## src/rtl/pcr_pkg.sv

```systemverilog
// Package: index map, access classes, write masks and reset values of the
// privileged control register file. Assumes a 6-bit index and 64-bit data.
package pcr_pkg;

    localparam int IDX_W  = 6;
    localparam int DATA_W = 64;
    localparam int NREG   = 1 << IDX_W;
    localparam int NPULSE = 5;

    localparam int IX_VECBASE = 'h00;
    localparam int IX_CCNT    = 'h01;
    localparam int IX_MEMCTL  = 'h02;
    localparam int IX_TRAPREQ = 'h03;
    localparam int IX_TRAPEN  = 'h04;
    localparam int IX_PRIO    = 'h05;
    localparam int IX_CURMODE = 'h06;
    localparam int IX_ALTMODE = 'h07;
    localparam int IX_SWREQ   = 'h08;
    localparam int IX_ICTL    = 'h09;
    localparam int IX_PTBASE  = 'h0A;
    localparam int IX_DCTEST  = 'h0B;
    localparam int IX_CMODE   = 'h0C;
    localparam int IX_MQMODE  = 'h0D;
    localparam int IX_IASID   = 'h0E;
    localparam int IX_DASID   = 'h0F;
    localparam int IX_EXCSUM  = 'h10;
    localparam int IX_EXCMSK  = 'h11;
    localparam int IX_INTID   = 'h12;
    localparam int IX_MSTAT   = 'h13;
    localparam int IX_STAGE   = 'h14;
    localparam int IX_PULSE0  = 'h18;
    localparam int IX_SCR0    = 'h20;

    typedef enum logic [2:0] {K_NONE, K_RW, K_CLR, K_RO, K_WO} kind_t;

    // Access class of an index.
    function automatic kind_t reg_kind(int idx, int nscr);
        if (idx >= IX_SCR0 && idx < IX_SCR0 + nscr) return K_RW;
        if (idx >= IX_PULSE0 && idx < IX_PULSE0 + NPULSE) return K_WO;
        if (idx >= IX_VECBASE && idx <= IX_DASID) return K_RW;
        if (idx == IX_EXCSUM || idx == IX_EXCMSK) return K_CLR;
        if (idx >= IX_INTID && idx <= IX_STAGE) return K_RO;
        return K_NONE;
    endfunction

    // Bits of a write that a register keeps.
    function automatic logic [DATA_W-1:0] reg_mask(int idx);
        case (idx)
            IX_TRAPREQ, IX_TRAPEN:  return 64'hF;
            IX_PRIO:                return 64'h1F;
            IX_CURMODE, IX_ALTMODE: return 64'h18;
            IX_SWREQ:               return 64'h7_FFF0;
            IX_ICTL:                return 64'hFF_FFFF_0300;
            IX_PTBASE:              return 64'hFFFF_FFFF_C000_0000;
            IX_DCTEST:              return 64'h1FFB;
            IX_CMODE, IX_MQMODE:    return 64'h3F;
            IX_IASID:               return 64'h7F0;
            IX_DASID:               return 64'hFE00_0000_0000_0000;
            default:                return '1;
        endcase
    endfunction

    // Value a register takes at reset.
    function automatic logic [DATA_W-1:0] reg_reset(int idx);
        return (idx == IX_MEMCTL) ? 64'h6 : '0;
    endfunction

endpackage

```

## src/rtl/pcr_cyc_counter.sv

```systemverilog
// Free-running cycle counter. Holds zero during reset and adds one on every
// clock edge afterwards; wraps silently. Assumes CNT_W >= 32.
module pcr_cyc_counter #(
    parameter int CNT_W = 32
) (
    input  logic             clk,
    input  logic             rst_n,
    output logic [CNT_W-1:0] cnt
);
    // Count every clock once reset is released.
    always_ff @(posedge clk) begin
        if (!rst_n) cnt <= '0;
        else        cnt <= cnt + 1'b1;
    end
endmodule

```

## src/rtl/pcr_store.sv

```systemverilog
// Register storage. One generate slice per index builds a masked flop for
// writable and clear-on-write classes and a zero constant for the rest.
// Write-only indices drive registered one-cycle pulses. Assumes wr_acc is
// already gated by the misspeculation flag.
module pcr_store
    import pcr_pkg::*;
#(
    parameter int NSCR = 8
) (
    input  logic                        clk,
    input  logic                        rst_n,
    input  logic                        wr_acc,
    input  logic [IDX_W-1:0]            wr_idx,
    input  logic [DATA_W-1:0]           wr_data,
    output logic [NREG-1:0][DATA_W-1:0] regs_q,
    output logic [NPULSE-1:0]           pulse_q
);
    for (genvar g = 0; g < NREG; g++) begin : g_reg
        localparam kind_t            KIND = reg_kind(g, NSCR);
        localparam logic [DATA_W-1:0] MASK = reg_mask(g);
        localparam logic [DATA_W-1:0] RSTV = reg_reset(g);
        if (KIND == K_RW || KIND == K_CLR) begin : g_flop
            logic hit;
            assign hit = wr_acc && (wr_idx == IDX_W'(g));
            // Capture the masked write, or clear on a clear-class write.
            always_ff @(posedge clk) begin
                if (!rst_n)   regs_q[g] <= RSTV;
                else if (hit) regs_q[g] <= (KIND == K_CLR) ? '0 : (wr_data & MASK);
            end
        end else begin : g_zero
            assign regs_q[g] = '0;
        end
    end

    for (genvar p = 0; p < NPULSE; p++) begin : g_pulse
        // Raise the control pulse for one cycle after a write to its index.
        always_ff @(posedge clk) begin
            if (!rst_n) pulse_q[p] <= 1'b0;
            else        pulse_q[p] <= wr_acc && (wr_idx == IDX_W'(IX_PULSE0 + p));
        end
    end
endmodule

```

## src/rtl/pcr_read_mux.sv

```systemverilog
// Combinational read port. Selects the stored value, splices the live
// counter into the cycle-count index, and faults on write-only or unmapped
// indices with zero data. Assumes CNT_W >= 32.
module pcr_read_mux
    import pcr_pkg::*;
#(
    parameter int NSCR  = 8,
    parameter int CNT_W = 32
) (
    input  logic [IDX_W-1:0]            rd_idx,
    input  logic [NREG-1:0][DATA_W-1:0] regs_q,
    input  logic [CNT_W-1:0]            cnt,
    output logic [DATA_W-1:0]           rd_data,
    output logic                        rd_fault
);
    kind_t kind;
    assign kind = reg_kind(int'(rd_idx), NSCR);

    // Pick data and fault flag for the addressed index.
    always_comb begin
        rd_fault = 1'b0;
        rd_data  = regs_q[rd_idx];
        if (kind == K_WO || kind == K_NONE) begin
            rd_fault = 1'b1;
            rd_data  = '0;
        end else if (int'(rd_idx) == IX_CCNT) begin
            rd_data = {regs_q[rd_idx][DATA_W-1:32], cnt[31:0]};
        end
    end
endmodule

```

## src/rtl/pcr_file.sv

```systemverilog
// Top of the privileged control register file. Gates writes with the
// misspeculation flag, flags illegal writes, and ties storage, counter and
// read port together. Assumes synchronous active-low reset.
module pcr_file
    import pcr_pkg::*;
#(
    parameter int NSCR  = 8,
    parameter int CNT_W = 32
) (
    input  logic              clk,
    input  logic              rst_n,
    input  logic [IDX_W-1:0]  rd_idx,
    output logic [DATA_W-1:0] rd_data,
    output logic              rd_fault,
    input  logic              wr_en,
    input  logic              wr_spec,
    input  logic [IDX_W-1:0]  wr_idx,
    input  logic [DATA_W-1:0] wr_data,
    output logic              wr_fault,
    output logic [NPULSE-1:0] ctl_pulse
);
    logic                        wr_acc;
    logic                        wr_bad;
    kind_t                       wkind;
    logic [NREG-1:0][DATA_W-1:0] regs_q;
    logic [CNT_W-1:0]            cnt;

    assign wkind  = reg_kind(int'(wr_idx), NSCR);
    assign wr_bad = (wkind == K_RO) || (wkind == K_NONE);
    // A write counts only off the misspeculated path and to a legal index.
    assign wr_acc   = wr_en && !wr_spec && !wr_bad;
    assign wr_fault = wr_en && !wr_spec && wr_bad;

    pcr_cyc_counter #(.CNT_W(CNT_W)) u_cnt (
        .clk   (clk),
        .rst_n (rst_n),
        .cnt   (cnt)
    );

    pcr_store #(.NSCR(NSCR)) u_store (
        .clk     (clk),
        .rst_n   (rst_n),
        .wr_acc  (wr_acc),
        .wr_idx  (wr_idx),
        .wr_data (wr_data),
        .regs_q  (regs_q),
        .pulse_q (ctl_pulse)
    );

    pcr_read_mux #(.NSCR(NSCR), .CNT_W(CNT_W)) u_rd (
        .rd_idx   (rd_idx),
        .regs_q   (regs_q),
        .cnt      (cnt),
        .rd_data  (rd_data),
        .rd_fault (rd_fault)
    );
endmodule

```

## config.mk

```make
export PLATFORM = sky130hd
export DESIGN_NAME = pcr_file
export DESIGN_NICKNAME = d
export VERILOG_FILES = /design/src/rtl/pcr_pkg.sv /design/src/rtl/pcr_cyc_counter.sv /design/src/rtl/pcr_store.sv /design/src/rtl/pcr_read_mux.sv /design/src/rtl/pcr_file.sv
export SDC_FILE = /design/constraint.sdc
export NUM_CORES = 2
export LEC_CHECK = 0
export ABC_CLOCK_PERIOD_IN_PS = 2600
export BUFFER_PORTS_ARGS = -buffer_cell sky130_fd_sc_hd__buf_2
export CAP_MARGIN = 10
export CELL_PAD_IN_SITES_DETAIL_PLACEMENT = 1
export CELL_PAD_IN_SITES_GLOBAL_PLACEMENT = 1
export CORE_MARGIN = 2
export CORE_UTILIZATION = 47
export DETAILED_ROUTE_END_ITERATION = 10
export PLACE_DENSITY_LB_ADDON = 0.1
export SLEW_MARGIN = 25
export SYNTH_ARGS = -nofsm -noshare
export SYNTH_HDL_FRONTEND = slang
export SYNTH_HIERARCHICAL = 1
export SYNTH_SLANG_ARGS = --single-unit
export TNS_END_PERCENT = 5
```

## constraint.sdc

```tcl
create_clock -name clk -period 2.6 [get_ports clk]
set_clock_uncertainty 0.05 [all_clocks]
set_input_delay 0.52 -clock clk [delete_from_list [all_inputs] [get_ports clk]]
set_output_delay 0.52 -clock clk [all_outputs]
set_load 0.03 [all_outputs]
```

==> metrics.csv <==
stage,metric,value,unit
worst_hold_path,type of the worst min-delay path,in2reg,
setup_path,CP startpoint kind,register,
die,Die W,408.1,um
layout,Diodes inserted,0,
global_routing,first-pass GRT wire length,307800,um
pwr,peak supply drop,600.6,uV
timing,"Slew Viols, Final",0,
timing,post-route worst setup slack,-0.4901,ns
layout,"Design Area, Final",78900,um^2
timing,Hold Worst Slack,0.1706,ns
clock_tree,clock sink count,871,
routing,Starting DRT DRC Count,1822,
clock_tree,clock tree buffer depth,3,
setup_path,Crit. End Element,primary output,
timing,RSZ-0062 raised after global routing,yes,
yosys,Mean Syn Cell Area,10.04,um^2
timing,Fin. Hold Viols,0,
setup_path,worst setup path category,reg2out,
clock_tree,Max H-tree Level,3,
setup_path,worst path arrival time,2.52,ns
global_routing,Global Route met2 Usage,0.4460,
place,Setup WS pre-CTS,-0.6379,ns
layout,"most common cell after layout, fill and taps aside",conb_1,
global_routing,initial antenna violation count,0,
die,Rows,148,
layout,fin nets,7914,
clock_tree,root buf cell,clkbuf_16,
setup_path,Critical Path RT,2.03,ns
routing,Post-Route WL,198600,um
flow_run,max_cap viols,0,
routing,routed len/inst,19.68,um
place,Final GP Congestion,0.7856,
layout,share of post-route cells with drive strength above 1,0.2502,
yosys,cell area after synthesis,76760,um^2
timing,Tcrit/Tclk final,1.188,
timing,Max Freq,323.6,MHz
global_routing,total global routing overflow,0,
pwr,P per Cell Area,452.2,nW/um^2
run_status,run status,finished with violations,
place,PortBufs,150,
timing,Final min period,3.090,ns
global_routing,GRT Resource Usage Total,0.2400,
global_routing,GRT met3 Usage,0.02188,
place,Post-DP Area,74230,um^2
routing,Post-DRT Antenna Nets,0,
run_status,violated checks,negative setup slack,
layout,# fillers,18620,
die,I/O pins,151,
routing,routed vias,48400,
timing,Slew headroom,0.4330,
timing,Slew @ Worst Pin,0.8504,ns
die,Initial Util,0.4726,
layout,Area growth syn-to-layout,2.788,%
layout,Final Util,0.4858,
global_routing,pin count of the biggest net entering global routing,122,
routing,First-pass DRT Iterations,5,
place,DP HPWL,140100,um
setup_path,crit path max fanout,2,
yosys,post-synthesis cell count,7643,
global_routing,met1 usage,0.2930,
clock_tree,"CTS clk-pin slew, worst paths",0.06,ns
clock_tree,CTS tree,built,
pwr,Lkg Pwr,35.36,nW
layout,most frequent cells in the layout,"conb_1 (2,494), nand2_1 (1,076), mux2i_1 (886)",
yosys,Yosys Warn Count,6,
clock_tree,Clock Latency Late Sink,0.70,ns
die,chip height,408.1,um
global_routing,most used routing layer,met2,
clock_tree,Num CTS Buffers,103,
timing,"Setup violations, final",64,
routing,DRC viols,0,
die,DIE AREA,166600,um^2
routing,vias per inst,4.797,
die,core box area,162400,um^2
global_routing,vias in the first global route,51700,
critical path: stages (launching register included):
cell      delay, ns
dfxtp_2        0.32
mux4_2         0.45
mux4_2         0.50
o22ai_2        0.20
buf_6          0.14
a211oi_4       0.04
buf_6          0.16
power by group:
part	leakage (nW)	switching (mW)	internal, mW
Sequential	7.02	0.0141	13.4
Clock	1.76	6.29	9.28
Combinational	26.6	3.59	3.14
Total	35.4	9.89	25.8
per-stage QoR:
stage               instances  power, mW  TNS, ns
global placement         9884      19.96   -44.49
finish                  10090      35.68   -23.45
global route            10090      37.20   -28.71
CTS                     10090      35.82   -27.78
floorplan               10140      20.96  -0.6299
detailed placement       9885      20.00   -47.30
routing by layer:
metal,vias to the layer above,wire length [um]
met5,-,0
met4,0,5978
met3,249,4151
met2,509,104400
met1,25080,84100
li1,22560,-
repair_timing:
item / in CTS / in global routing
hold buffers: 2 / 0
buffers inserted: 10 / 0
gates resized for setup: 113 / 65
pin swaps: 38 / 33
setup endpoints to repair: 65 / 64
cloned: 7 / 0
endpoints found under the hold margin: 2 / 0
worst paths after layout:
kind | slack, ns | start | endpoint | cells past startpoint
worst max-delay path | -0.49 | u_store/regs_q[2546] | rd_data[50] | 6
worst min-delay path | 0.17 | wr_idx[0] | u_store/pulse_q[2] | 3
worst max register to register | 0.26 | u_cnt/cnt[0] | u_cnt/cnt[20] | 5
worst min register to register | 0.40 | u_store/regs_q[2220] | u_store/regs_q[2220] | 2
flip-flops by register name, summed over array words and instances (netlist names):
name             flops
u_cnt/cnt           32
u_store/regs_q     834
u_store/pulse_q      5
final cells by class:
| type | count | area (um^2) | share of cell area |
|---|---|---|---|
| repair buffers | 654 | 6659 | 0.08440 |
| well taps | 2175 | 2721 | 0.03449 |
| multi-input cells | 6165 | 48310 | 0.6124 |
| inverters | 38 | 147.6 | 0.001871 |
| clock inverters | 43 | 676.9 | 0.008580 |
| flip-flops and latches | 871 | 17450 | 0.2212 |
| clock buffers | 143 | 2929 | 0.03713 |
Note: power is estimated with default switching activity, not from simulation.
